===== config.mk =====
export PLATFORM = sky130hd
export DESIGN_NAME = tmr_interval
export DESIGN_NICKNAME = d
export VERILOG_FILES = /design/src/rtl/tmr_pkg.sv /design/src/rtl/tmr_period.sv /design/src/rtl/tmr_counter.sv /design/src/rtl/tmr_interval.sv
export SDC_FILE = /design/constraint.sdc
export NUM_CORES = 1
export LEC_CHECK = 0
export ABC_AREA = 1
export BUFFER_PORTS_ARGS = -buffer_cell sky130_fd_sc_hd__buf_2
export CORE_MARGIN = 2
export CORE_UTILIZATION = 30
export CTS_BUF_LIST = sky130_fd_sc_hd__clkbuf_8
export CTS_CLUSTER_DIAMETER = 40
export CTS_CLUSTER_SIZE = 8
export DETAILED_ROUTE_END_ITERATION = 8
export SLEW_MARGIN = 20
export SYNTH_ARGS = -nofsm -noshare
export SYNTH_HDL_FRONTEND = slang
export SYNTH_HIERARCHICAL = 1
export SYNTH_SLANG_ARGS = --single-unit

===== constraint.sdc =====
create_clock -name clk -period 1.9 [get_ports clk]
set_input_delay 0.475 -clock clk [delete_from_list [all_inputs] [get_ports clk]]
set_output_delay 0.475 -clock clk [all_outputs]
set_load 0.005 [all_outputs]

===== src/rtl/tmr_pkg.sv =====
package tmr_pkg;
  // register offsets; control bit positions are the software-visible encoding
  localparam int REG_STAT   = 0;
  localparam int REG_CTRL   = 1;
  localparam int REG_PER_LO = 2;
  localparam int REG_PER_HI = 3;
  localparam int REG_CNT_LO = 4;
  localparam int REG_CNT_HI = 5;

  localparam int CB_IE   = 0;
  localparam int CB_REP  = 1;
  localparam int CB_GO   = 2;
  localparam int CB_HALT = 3;
endpackage


===== src/rtl/tmr_period.sv =====
module tmr_period #(
  parameter int CNT_W = 32,
  parameter logic [CNT_W-1:0] RESET_VAL = '0,
  parameter bit WRITABLE = 1'b1,
  localparam int HW = CNT_W / 2
) (
  input  logic             clk,
  input  logic             rst,
  input  logic             wr_lo,
  input  logic             wr_hi,
  input  logic [HW-1:0]    wdata,
  output logic [CNT_W-1:0] per_q,
  output logic [CNT_W-1:0] per_d
);
  generate
    if (WRITABLE) begin : g_rw
      logic [CNT_W-1:0] per_r;
      always_comb begin
        per_d = per_r;
        if (wr_lo) per_d[HW-1:0]     = wdata;
        if (wr_hi) per_d[CNT_W-1:HW] = wdata;
      end
      always_ff @(posedge clk) begin
        if (rst) per_r <= RESET_VAL;
        else     per_r <= per_d;
      end
      assign per_q = per_r;
    end else begin : g_ro
      logic unused_ro;
      assign unused_ro = ^{clk, rst, wr_lo, wr_hi, wdata};
      assign per_q = RESET_VAL;
      assign per_d = RESET_VAL;
    end
  endgenerate
endmodule


===== src/rtl/tmr_counter.sv =====
module tmr_counter #(
  parameter int CNT_W = 32,
  parameter logic [CNT_W-1:0] RESET_VAL = '0,
  localparam int HW = CNT_W / 2
) (
  input  logic             clk,
  input  logic             rst,
  input  logic             run,
  input  logic             load_full,
  input  logic [CNT_W-1:0] load_val,
  input  logic             wr_lo,
  input  logic             wr_hi,
  input  logic [HW-1:0]    wdata,
  input  logic [CNT_W-1:0] reload_val,
  output logic [CNT_W-1:0] cnt,
  output logic             expire
);
  localparam logic [CNT_W-1:0] ONE = {{(CNT_W-1){1'b0}}, 1'b1};

  logic [CNT_W-1:0] cnt_q, cnt_d;

  // a count of 0 or 1 ends the run on this edge
  assign expire = run && (cnt_q <= ONE);

  always_comb begin
    cnt_d = cnt_q;
    if (run) cnt_d = expire ? reload_val : cnt_q - ONE;
    if (wr_lo) cnt_d[HW-1:0]     = wdata;
    if (wr_hi) cnt_d[CNT_W-1:HW] = wdata;
    if (load_full) cnt_d = load_val;
  end

  always_ff @(posedge clk) begin
    if (rst) cnt_q <= RESET_VAL;
    else     cnt_q <= cnt_d;
  end

  assign cnt = cnt_q;
endmodule


===== src/rtl/tmr_interval.sv =====
module tmr_interval
  import tmr_pkg::*;
#(
  parameter int CNT_W = 32,
  parameter int ADDR_W = 3,
  parameter logic [CNT_W-1:0] PERIOD_RESET = 32'd20,
  parameter bit PERIOD_WRITABLE = 1'b1,
  localparam int HW = CNT_W / 2
) (
  input  logic              clk,
  input  logic              rst,
  input  logic [ADDR_W-1:0] bus_addr,
  input  logic              bus_wr,
  input  logic [HW-1:0]     bus_wdata,
  input  logic              bus_rd,
  output logic [HW-1:0]     bus_rdata,
  output logic              irq
);
  logic wr_stat, wr_ctrl, wr_plo, wr_phi, wr_clo, wr_chi, per_load;
  logic run_q, run_d, to_q, ie_q, rep_q, expire;
  logic [CNT_W-1:0] per_q, per_d, cnt_q, snap_q;
  logic [HW-1:0] rdata_q;

  assign wr_stat = bus_wr && (bus_addr == ADDR_W'(REG_STAT));
  assign wr_ctrl = bus_wr && (bus_addr == ADDR_W'(REG_CTRL));
  assign wr_plo  = bus_wr && (bus_addr == ADDR_W'(REG_PER_LO));
  assign wr_phi  = bus_wr && (bus_addr == ADDR_W'(REG_PER_HI));
  assign wr_clo  = bus_wr && (bus_addr == ADDR_W'(REG_CNT_LO));
  assign wr_chi  = bus_wr && (bus_addr == ADDR_W'(REG_CNT_HI));
  assign per_load = PERIOD_WRITABLE && (wr_plo || wr_phi);

  tmr_period #(.CNT_W(CNT_W), .RESET_VAL(PERIOD_RESET), .WRITABLE(PERIOD_WRITABLE)) u_per (
    .clk(clk), .rst(rst), .wr_lo(wr_plo), .wr_hi(wr_phi), .wdata(bus_wdata),
    .per_q(per_q), .per_d(per_d)
  );

  tmr_counter #(.CNT_W(CNT_W), .RESET_VAL(PERIOD_RESET)) u_cnt (
    .clk(clk), .rst(rst), .run(run_q), .load_full(per_load), .load_val(per_d),
    .wr_lo(wr_clo), .wr_hi(wr_chi), .wdata(bus_wdata), .reload_val(per_q),
    .cnt(cnt_q), .expire(expire)
  );

  always_comb begin
    run_d = run_q;
    if (expire && !rep_q) run_d = 1'b0;
    if (wr_ctrl && bus_wdata[CB_GO])   run_d = 1'b1;
    if (wr_ctrl && bus_wdata[CB_HALT]) run_d = 1'b0;
    if (per_load) run_d = 1'b0;
  end

  always_ff @(posedge clk) begin
    if (rst) begin
      run_q <= 1'b0;
      to_q  <= 1'b0;
      ie_q  <= 1'b0;
      rep_q <= 1'b0;
    end else begin
      run_q <= run_d;
      if (expire)       to_q <= 1'b1;
      else if (wr_stat) to_q <= 1'b0;
      if (wr_ctrl) begin
        ie_q  <= bus_wdata[CB_IE];
        rep_q <= bus_wdata[CB_REP];
      end
    end
  end

  always_ff @(posedge clk) begin
    if (rst) begin
      rdata_q <= '0;
      snap_q  <= PERIOD_RESET;
    end else if (bus_rd) begin
      unique case (int'(bus_addr))
        REG_STAT:   rdata_q <= {{(HW-2){1'b0}}, run_q, to_q};
        REG_CTRL:   rdata_q <= {{(HW-2){1'b0}}, rep_q, ie_q};
        REG_PER_LO: rdata_q <= per_q[HW-1:0];
        REG_PER_HI: rdata_q <= per_q[CNT_W-1:HW];
        REG_CNT_LO: begin
          rdata_q <= cnt_q[HW-1:0];
          snap_q  <= cnt_q;
        end
        REG_CNT_HI: rdata_q <= snap_q[CNT_W-1:HW];
        default:    rdata_q <= '0;
      endcase
    end
  end

  assign bus_rdata = rdata_q;
  assign irq = to_q & ie_q;
endmodule


==> flow_summary_export.csv, run 1 <==
group,metric,value,unit
floorplanning,die_w,159,µm
synth,syn_nets,1185,
drt,drt_wl_total,27100,µm
synth,avgSynthCellArea,6.24,µm²
power,switching_power,1.87,mW
place,gp_congestion,1.00,
global_routing,antenna_found_initial,0,
outcome,violations,"negative setup slack",
drt,drc,0,
floorplanning,die_y,159,µm
clocking,cts_tree,"done",
layout,stdcell_count,1610,
drt,avgRoutedWirePerCell,16.9,µm
timing,min_period_over_period,101,%
timing,setup_slack,-27.6,ps
worst_setup_path,cpMaxStageDelayCell,"dfxtp_1",
synth,syn-instance-count,1160,
synth,syn_area,7240,µm²
global_routing,first_global_vias,7274,
global_routing,grtUsageTotal,21.0,%
timing,slew_viol_final,0,
layout,fill_cells,2573,
power,p_comb_share,29.1,%
synth,synth-warning-count,6,
global_routing,gr-total-overflow,0,
place,hpwl,20700,µm
floorplanning,rows,56,
clocking,cts_buffers,9,
global_routing,grt_max_degree,33,
power,power_switching_share,35.6,%
floorplanning,io_pins,40,
worst_setup_path,slowest_delay,410,ps
synth,yosysTopAreaCell,"dfxtp_1",
drt,ant_nets,0,
timing,relSlewSlack,72.3,%
floorplanning,core_area,23600,µm²
timing,setup_tns,-117,ps
place,port_buffers,39,
worst_setup_path,crit_required,2190,ps
timing,tightest_slew,416,ps
layout,finalNetCount,1313,
flow_run,maxCapViolCount,0,
outcome,status,"complete, but fails checks",
synth,synth-seq-cells,100,
timing,rsz0062_at_grt,"yes",
timing,final_hold_viol_count,0,
drt,vias,7930,
power,seq_power_share,43.5,%
layout,area_delta_synth_final,24.1,%
worst_setup_path,arrival,2220,ps
synth,synth_top_area_share,27.6,%
timing,fin_crit,1930,ps
hold_path,hold_class,"input pin to flip-flop",
clocking,clkTransAtPathRegs,110,ps
power,pwr-share-clk,27.4,%
power,internal_power,3.38,mW
worst_setup_path,r2r-start,"u_cnt/cnt[2]",
worst_setup_path,crit_chain,"nor2_2, nand2_2, nor2_2, nand3_2, nor2_4, clkbuf_16, a21oi_1, nand2_1, nand2_1, nand2_1, a21oi_1",
drt,via_per_inst,4.93,
clocking,clk_path_buf_depth,2,
worst_setup_path,startpoint,"u_cnt/cnt[2]",
timing,fmax,519,MHz
floorplanning,dieArea,25400,µm²
layout,layout-drive-gt1-share,29.4,%
clocking,cts.sinks,100,
drt,dr.first_iter.drc_count,833,
clocking,clk_latency,400,ps
drt,drtPass1Iterations,6,
clocking,h-tree-depth,3,
power,p_per_area,584,nW/µm²
synth,synthTopCellsByArea,"dfxtp_1, nand2_1, inv_1",
place,place_ws,-71.8,ps
timing,setup_violations,9,
place,dp.cells,1588,
synth,yosysSeqAreaShare,27.6,%
layout,diodes,0,
global_routing,grt_pass1_wl,41500,µm
worst_setup_path,critPathMaxFanout,8,
worst_setup_path,critPathCaptureType,"flip-flop",
worst_setup_path,path_class,"flip-flop to flip-flop",
worst_setup_path,start_kind,"flip-flop",
power,worst_ir_drop_vdd,0.291,mV
hold_path,hold_start,"rst",
power,p_leak,4.28,nW
worst_setup_path,crit_top_cell,"nand2_1",
timing,skew,16.7,ps
layout,fin_util,38.1,%
floorplanning,initial_core_util,30.7,%
synth,yosysUniqueCellTypes,38,
clocking,cts_root_buffer,"clkbuf_8",
[worst max-delay path, delay by kind of cell (launching register included)]
kind                   cells  cell delay, ps
and+or+nand+nor            8            1070
DFF                        1             410
buffers and inverters      1             230
AOI/OAI and AO/OA          2             110
[sequential cells by signal (all words and copies together), names as in the netlist]
name         count
bus_rdata       16
rep_q            1
ie_q             1
u_per/per_q     32
snap_q          16
to_q             1
u_cnt/cnt       32
run_q            1
[cells in the mapped netlist]
master    number
buf_12         1
buf_4          5
o21ai_1       26
buf_2         22
o211ai_1       1
o211ai_2       1
or2_0          1
inv_6          1
and2_1         1
nand3_4        1
xnor2_1        6
nand3_1       67
dfxtp_1      100
ha_1           2
nor2_1       101
clkbuf_1      21
buf_6         12
o21bai_1       1
xor2_1         2
or2_2         16
nand2_1      293
nand2_4        5
nor3_1         3
nor2_4         6
inv_4          2
a21oi_1       92
inv_1        155
a21o_1         1
nor2_2        32
o21ai_0       36
nand3b_1       8
nand4_1       46
nor3_4         1
nor2_8         2
inv_2          7
a21oi_2       21
nand2_2       44
nand3_2       18
[path summary, 6_finish.rpt]
check	end	depth (start not counted)	slack (ps)
hold / removal	u_per/per_q[31]	2	340
setup reg to reg	u_cnt/cnt[24]	11	-30
hold reg to reg	bus_rdata[2]	2	470
setup / recovery	u_cnt/cnt[24]	11	-30
[routing by layer]
| metal | part of all wire (%) | track usage [%] | vias up | wire length, µm |
|---|---|---|---|---|
| li1 | - | - | 3911 | - |
| met1 | 47 | 30.6 | 3628 | 12800 |
| met2 | 41 | 31.2 | 342 | 11200 |
| met3 | 8.4 | 3.75 | 49 | 2290 |
| met4 | 2.9 | 6.45 | 0 | 798 |
| met5 | 0 | 0 | - | 0 |
[logic make-up after synthesis]
logic type / Yosys count / share of synthesized area (%)
AO/OA/AOI/OAI: 179 / 13.7
XOR/XNOR: 8 / 0.968
adder cells (fa/ha/maj): 2 / 0.346
buffers and inverters: 226 / 14.0
flip-flops: 100 / 27.6
AND/OR/NAND/NOR: 645 / 43.4
[power by group through the flow]
stage,Combinational [mW],Sequential (mW),Clock (mW)
2_1_floorplan,0.877,2.31,0
6_report,1.53,2.28,1.44
5_1_grt,1.67,2.29,1.53
3_3_place_gp,1.44,2.32,0
4_1_cts,1.45,2.27,1.47
3_5_place_dp,1.44,2.32,0
[layout by cell type, fill, tap and decap left out, types with 2 or more instances in the layout]
cell type,Yosys,layout
buf_4,5,127
nor2_1,101,91
o21ai_1,26,28
a21oi_2,21,23
nor2_2,32,39
buf_2,22,38
or2_2,16,16
nand3_2,18,18
nand4_1,46,46
clkbuf_16,0,2
dfxtp_2,0,3
o21ai_0,36,33
nor2_8,2,2
nand2_1,293,286
a21oi_1,92,90
ha_4,0,2
inv_1,155,152
clkbuf_8,0,10
nand3_1,67,66
dfxtp_1,100,96
nand3b_1,8,8
nand2_2,44,51
inv_4,2,4
inv_2,7,8
buf_12,1,11
nand3_4,1,2
xor2_1,2,2
nand2_4,5,5
nor3_1,3,2
xnor2_1,6,6
nor2_4,6,9
[what timing repair did]
| action | in CTS | in global routing |
|---|---|---|
| resized for setup | 1 | 39 |
| pin swaps | 0 | 7 |
| cloned | 0 | 2 |
| setup endpoints to repair | 3 | 33 |
| hold buffers | 0 | 0 |
| setup buffers | 0 | 6 |
[cell type report]
class | count | area, µm² | share of cell area [%]
Tap cell | 319 | 399 | 4.44
Clock inverter | 4 | 51.3 | 0.571
Inverter | 165 | 634 | 7.06
Timing Repair Buffer | 178 | 1410 | 15.7
Clock buffer | 10 | 138 | 1.53
Sequential cell | 100 | 2010 | 22.4
Multi-Input combinational cell | 834 | 4340 | 48.3
[through the flow]
stage	power (mW)	hold slack (ps)	instance area (µm²)
2_1_floorplan	3.19	438	7260
3_3_place_gp	3.76	449	8570
3_5_place_dp	3.76	453	8570
4_1_cts	5.19	337	8770
5_1_grt	5.50	354	8980
6_report	5.25	337	8980
Note: power is estimated with default switching activity, not from simulation.
==> run 2, diff against run 1 <==
ABC_CLOCK_PERIOD_IN_PS = 2050   (was not set)
CELL_PAD_IN_SITES_DETAIL_PLACEMENT = 1   (was not set)
CELL_PAD_IN_SITES_GLOBAL_PLACEMENT = 2   (was not set)
PLACE_DENSITY_LB_ADDON = 0.1   (was not set)
clock period = 2.05 ns   (was 1.9 ns; I/O delays follow)
==> flow_summary_export.csv, run 2 (synthesized netlist as in run 1, its figures left out) <==
group,metric,value,unit
place,place_ws,-99.5,ps
global_routing,grt_pass1_wl,48400,µm
global_routing,antenna_found_initial,0,
hold_path,holdPathStages,2,
flow_run,maxCapViolCount,0,
timing,tightest_slew,494,ps
hold_path,hold_class,"input pin to flip-flop",
global_routing,grt_max_degree,37,
clocking,cts_hold_buf,0,
drt,drtPass1Iterations,5,
floorplanning,core_area,23600,µm²
floorplanning,initial_core_util,30.7,%
power,pwr-share-clk,27.6,%
drt,avgRoutedWirePerCell,19.9,µm
drt,via_per_inst,4.82,
place,hpwl,25100,µm
timing,setup_slack,101,ps
global_routing,gr-total-overflow,0,
timing,setup_tns,0,ps
worst_setup_path,reg2reg_depth,14,
hold_path,hold_start,"rst",
drt,drt_wl_total,31600,µm
worst_setup_path,path_buf_inv,4,
layout,final_cell_mix,"nand2_1, inv_1, buf_4",
clocking,clk_latency,390,ps
timing,fmax,513,MHz
hold_path,min_to,"u_per/per_q[29]",
timing,relSlewSlack,66.7,%
place,dp.cells,1570,
worst_setup_path,crit_required,2380,ps
power,p_leak,4.20,nW
place,port_buffers,39,
worst_setup_path,r2r-start,"u_cnt/cnt[1]",
layout,fin_util,37.1,%
worst_setup_path,arrival,2280,ps
clocking,cts.sinks,100,
layout,fill_cells,3140,
layout,area_delta_synth_final,21.1,%
global_routing,first_global_vias,7925,
worst_setup_path,slowest_delay,340,ps
drt,drc,0,
layout,stdcell_count,1587,
floorplanning,rows,56,
worst_setup_path,critPathMaxFanout,8,
worst_setup_path,path_class,"flip-flop to flip-flop",
floorplanning,die_y,159,µm
outcome,status,"finished clean",
worst_setup_path,critPathCaptureType,"flip-flop",
layout,diodes,0,
clocking,clk_path_buf_depth,2,
floorplanning,io_pins,40,
timing,setup_violations,0,
floorplanning,die_w,159,µm
drt,dr.first_iter.drc_count,465,
layout,final_common_cell,"nand2_1",
clocking,cts_buffers,9,
timing,fin_crit,1950,ps
worst_setup_path,cpMaxStageDelayCell,"dfxtp_2",
drt,ant_nets,0,
power,power.total,4.89,mW
place,placedInstanceArea,8510,µm²
worst_setup_path,rrSetupSlack,100,ps
power,p_per_area,558,nW/µm²
clocking,cts_root_buffer,"clkbuf_8",
timing,min_period_over_period,95.1,%
power,power_switching_share,36.8,%
power,seq_power_share,43.3,%
layout,finalNetCount,1288,
worst_setup_path,r2r_end,"u_cnt/cnt[13]",
clocking,h-tree-depth,3,
place,gp_congestion,0.921,
timing,slew_viol_final,0,
layout,final_area,8770,µm²
power,worst_ir_drop_vdd,0.366,mV
clocking,cts_tree,"done",
timing,final_hold_viol_count,0,
worst_setup_path,crit_family,"simple AND/OR/NAND/NOR gates",
worst_setup_path,crit_chain,"inv_2, ha_2, inv_1, nand2_2, buf_4, nand2_4, nor2_8, nand3_4, buf_12, nand2_1, nand3_1, nand3_1, nand2_1, a21oi_2",
drt,vias,7656,
clocking,clkTransAtPathRegs,110,ps
power,p_comb_share,29.2,%
global_routing,grtUsageTotal,25.1,%
timing,whs,451,ps
worst_setup_path,start_kind,"flip-flop",
floorplanning,dieArea,25400,µm²
layout,layout-drive-gt1-share,27.4,%
timing,skew,11.0,ps
power,internal_power,3.09,mW
power,switching_power,1.80,mW
==> run 2: power by group through the flow <==
stage          registers [mW]  clock network, mW  logic, mW
4_1_cts                  2.11               1.41       1.40
3_3_place_gp             2.15                  0       1.39
3_5_place_dp             2.16                  0       1.39
6_report                 2.12               1.35       1.43
5_1_grt                  2.13               1.47       1.58
2_1_floorplan            2.14                  0      0.809
==> run 2: worst reg2reg max path, delay by kind of cell (launching register included) <==
family	cells	cell delay, ps
AND/OR/NAND/NOR	8	770
buffers and inverters	4	450
flip-flops	1	340
adder cells (fa/ha/maj)	1	180
AO/OA/AOI/OAI	1	150
==> run 2: routing by layer <==
layer | track usage (%) | vias up | wire [µm]
met1 | 35.8 | 3636 | 15800
li1 | - | 3857 | -
met4 | 5.83 | 0 | 626
met2 | 40.1 | 131 | 14100
met5 | 0 | - | 0
met3 | 3.26 | 32 | 1020
==> run 2: what timing repair did <==
action                                  in CTS  in global routing
endpoints found under the setup margin       0                 27
buffers inserted                             0                  1
resized for setup                            0                 23
==> run 2: how the worst max path moves through the flow <==
stage	start	endpoint	slack, ps	depth (start not counted)
after CTS	u_cnt/cnt[1]	u_cnt/cnt[2]	10	15
final	u_cnt/cnt[1]	u_cnt/cnt[13]	100	14
after global placement	bus_wr	u_cnt/cnt[30]	-100	11
after floorplan	bus_addr[0]	u_cnt/cnt[28]	30	12
after global routing	u_cnt/cnt[0]	u_cnt/cnt[13]	-3	14
after detailed placement	bus_wr	u_cnt/cnt[30]	-100	11
==> run 2: cell type report <==
type	instances	area, µm²	share of cell area [%]
Clock buffer	9	124	1.41
Multi-Input combinational cell	834	4290	48.9
Timing Repair Buffer	153	1250	14.3
Sequential cell	100	2010	22.9
Tap cell	319	399	4.55
Inverter	165	629	7.18
Clock inverter	7	67.6	0.771
==> run 3, diff against run 2 <==
MAX_ROUTING_LAYER = met4   (was not set)
==> flow_summary_export.csv, run 3 (synthesized netlist as in run 1, its figures left out) <==
group,metric,value,unit
timing,slew_viol_final,0,
drt,avgRoutedWirePerCell,19.9,µm
layout,multi_input_area,4290,µm²
worst_setup_path,start_kind,"flip-flop",
clocking,clk_path_buf_depth,2,
outcome,status,"finished clean",
layout,diodes,0,
place,placedInstanceArea,8510,µm²
floorplanning,core_area,23600,µm²
worst_setup_path,path_class,"flip-flop to flip-flop",
layout,seq_area,2010,µm²
timing,final_hold_viol_count,0,
timing,tightest_slew,469,ps
timing,fin_crit,1950,ps
worst_setup_path,arrival,2280,ps
floorplanning,initial_core_util,30.7,%
timing,setup_slack,101,ps
floorplanning,dieArea,25400,µm²
timing,fmax,513,MHz
layout,finalNetCount,1288,
timing,skew,11.5,ps
global_routing,grt_use_met2,40.2,%
timing,setup_violations,0,
power,p_per_area,558,nW/µm²
drt,drtPass1Iterations,5,
layout,final_common_cell,"nand2_1",
layout,layout-drive-gt1-share,27.4,%
worst_setup_path,path_buf_inv,4,
worst_setup_path,cpMaxStageDelayCell,"dfxtp_2",
timing,relSlewSlack,68.7,%
drt,drc,0,
worst_setup_path,critPathMaxFanout,8,
global_routing,first_global_vias,7921,
place,gp_congestion,0.937,
worst_setup_path,crit_family,"simple AND/OR/NAND/NOR gates",
clocking,cts.sinks,100,
power,p_leak,4.20,nW
clocking,cts_tree,"done",
clocking,clk_latency,390,ps
global_routing,gr-total-overflow,0,
global_routing,grt_pass1_wl,48400,µm
drt,drt_wl_total,31500,µm
floorplanning,die_y,159,µm
worst_setup_path,crit_chain,"inv_2, ha_2, inv_1, nand2_2, buf_4, nand2_4, nor2_8, nand3_4, buf_12, nand2_1, nand3_1, nand3_1, nand2_1, a21oi_2",
global_routing,top_usage_layer,"met2",
clocking,cts_buffers,9,
timing,min_period_over_period,95.1,%
place,port_buffers,39,
global_routing,grtUsageTotal,25.8,%
clocking,cts_hold_buf,0,
drt,vias,7690,
flow_run,maxCapViolCount,0,
drt,dr.first_iter.drc_count,506,
worst_setup_path,crit_required,2380,ps
place,place_ws,-99.5,ps
worst_setup_path,slowest_delay,340,ps
global_routing,globalRouteMet1Util,35.7,%
clocking,clkTransAtPathRegs,110,ps
floorplanning,rows,56,
drt,ant_nets,0,
drt,via_per_inst,4.85,
global_routing,grt_max_degree,37,
floorplanning,io_pins,40,
layout,final_cell_mix,"nand2_1, inv_1, buf_4",
power,power.total,4.89,mW
clocking,h-tree-depth,3,
layout,fill_cells,3140,
hold_path,hold_class,"input pin to flip-flop",
power,worst_ir_drop_vdd,0.367,mV
clocking,cts_root_buffer,"clkbuf_8",
worst_setup_path,critPathCaptureType,"flip-flop",
place,hpwl,25100,µm
global_routing,grt_use_met3,3.23,%
global_routing,antenna_found_initial,0,
layout,final_area,8770,µm²
layout,area_delta_synth_final,21.1,%
floorplanning,die_w,159,µm
[run 3: cell counts in the layout (fill, tap and decap cells not counted)]
No cell type changed its count.
[run 3: layout make-up]
| cell class | count | area share (%) |
|---|---|---|
| flip-flops and latches | 100 | 22.9 |
| repair buffers | 153 | 14.3 |
| well taps | 319 | 4.55 |
| clock buffers | 9 | 1.41 |
| inverters | 165 | 7.18 |
| multi-input cells | 834 | 48.9 |
| clock inverters | 7 | 0.771 |
[run 3: metal layers]
metal / part of all wire [%] / routed length [µm] / up-vias
met4: 2.0 / 645 / 0
met1: 50 / 15700 / 3652
li1: - / - / 3862
met2: 44 / 14000 / 142
met5: 0 / 0 / -
met3: 3.7 / 1170 / 34
[run 3: metrics by stage]
stage | instances | setup TNS (ps) | hold WS (ps) | util, %
after CTS | 1586 | 0 | 439 | 36.9
after global routing | 1587 | -2.47 | 461 | 37.1
after global placement | 1570 | -502 | 452 | 36.1
final | 1587 | 0 | 445 | 37.1
after detailed placement | 1570 | -510 | 454 | 36.1
after floorplan | 1160 | 0 | 438 | -
[run 3: worst min-delay path, stage by stage]
cell	delay [ps]
buf_2	90
nand3_1	80
nand2_1	60
a21oi_1	50
[run 3: path summary, 6_finish.rpt]
kind	start	endpoint	slack (ps)	cells past startpoint
setup reg to reg	u_cnt/cnt[1]	u_cnt/cnt[13]	100	14
hold reg to reg	bus_rdata[2]	bus_rdata[2]	470	2
hold / removal	bus_wr	to_q	450	4
setup / recovery	u_cnt/cnt[1]	u_cnt/cnt[13]	100	14
[run 3: what timing repair did]
action,CTS,global route
gates resized for setup,0,23
setup endpoints to repair,0,27
setup buffers,0,1
[run 3: report_power, final]
group          internal [mW]  switching, mW
clock                  0.562          0.794
sequential              2.02         0.0913
combinational          0.505          0.917
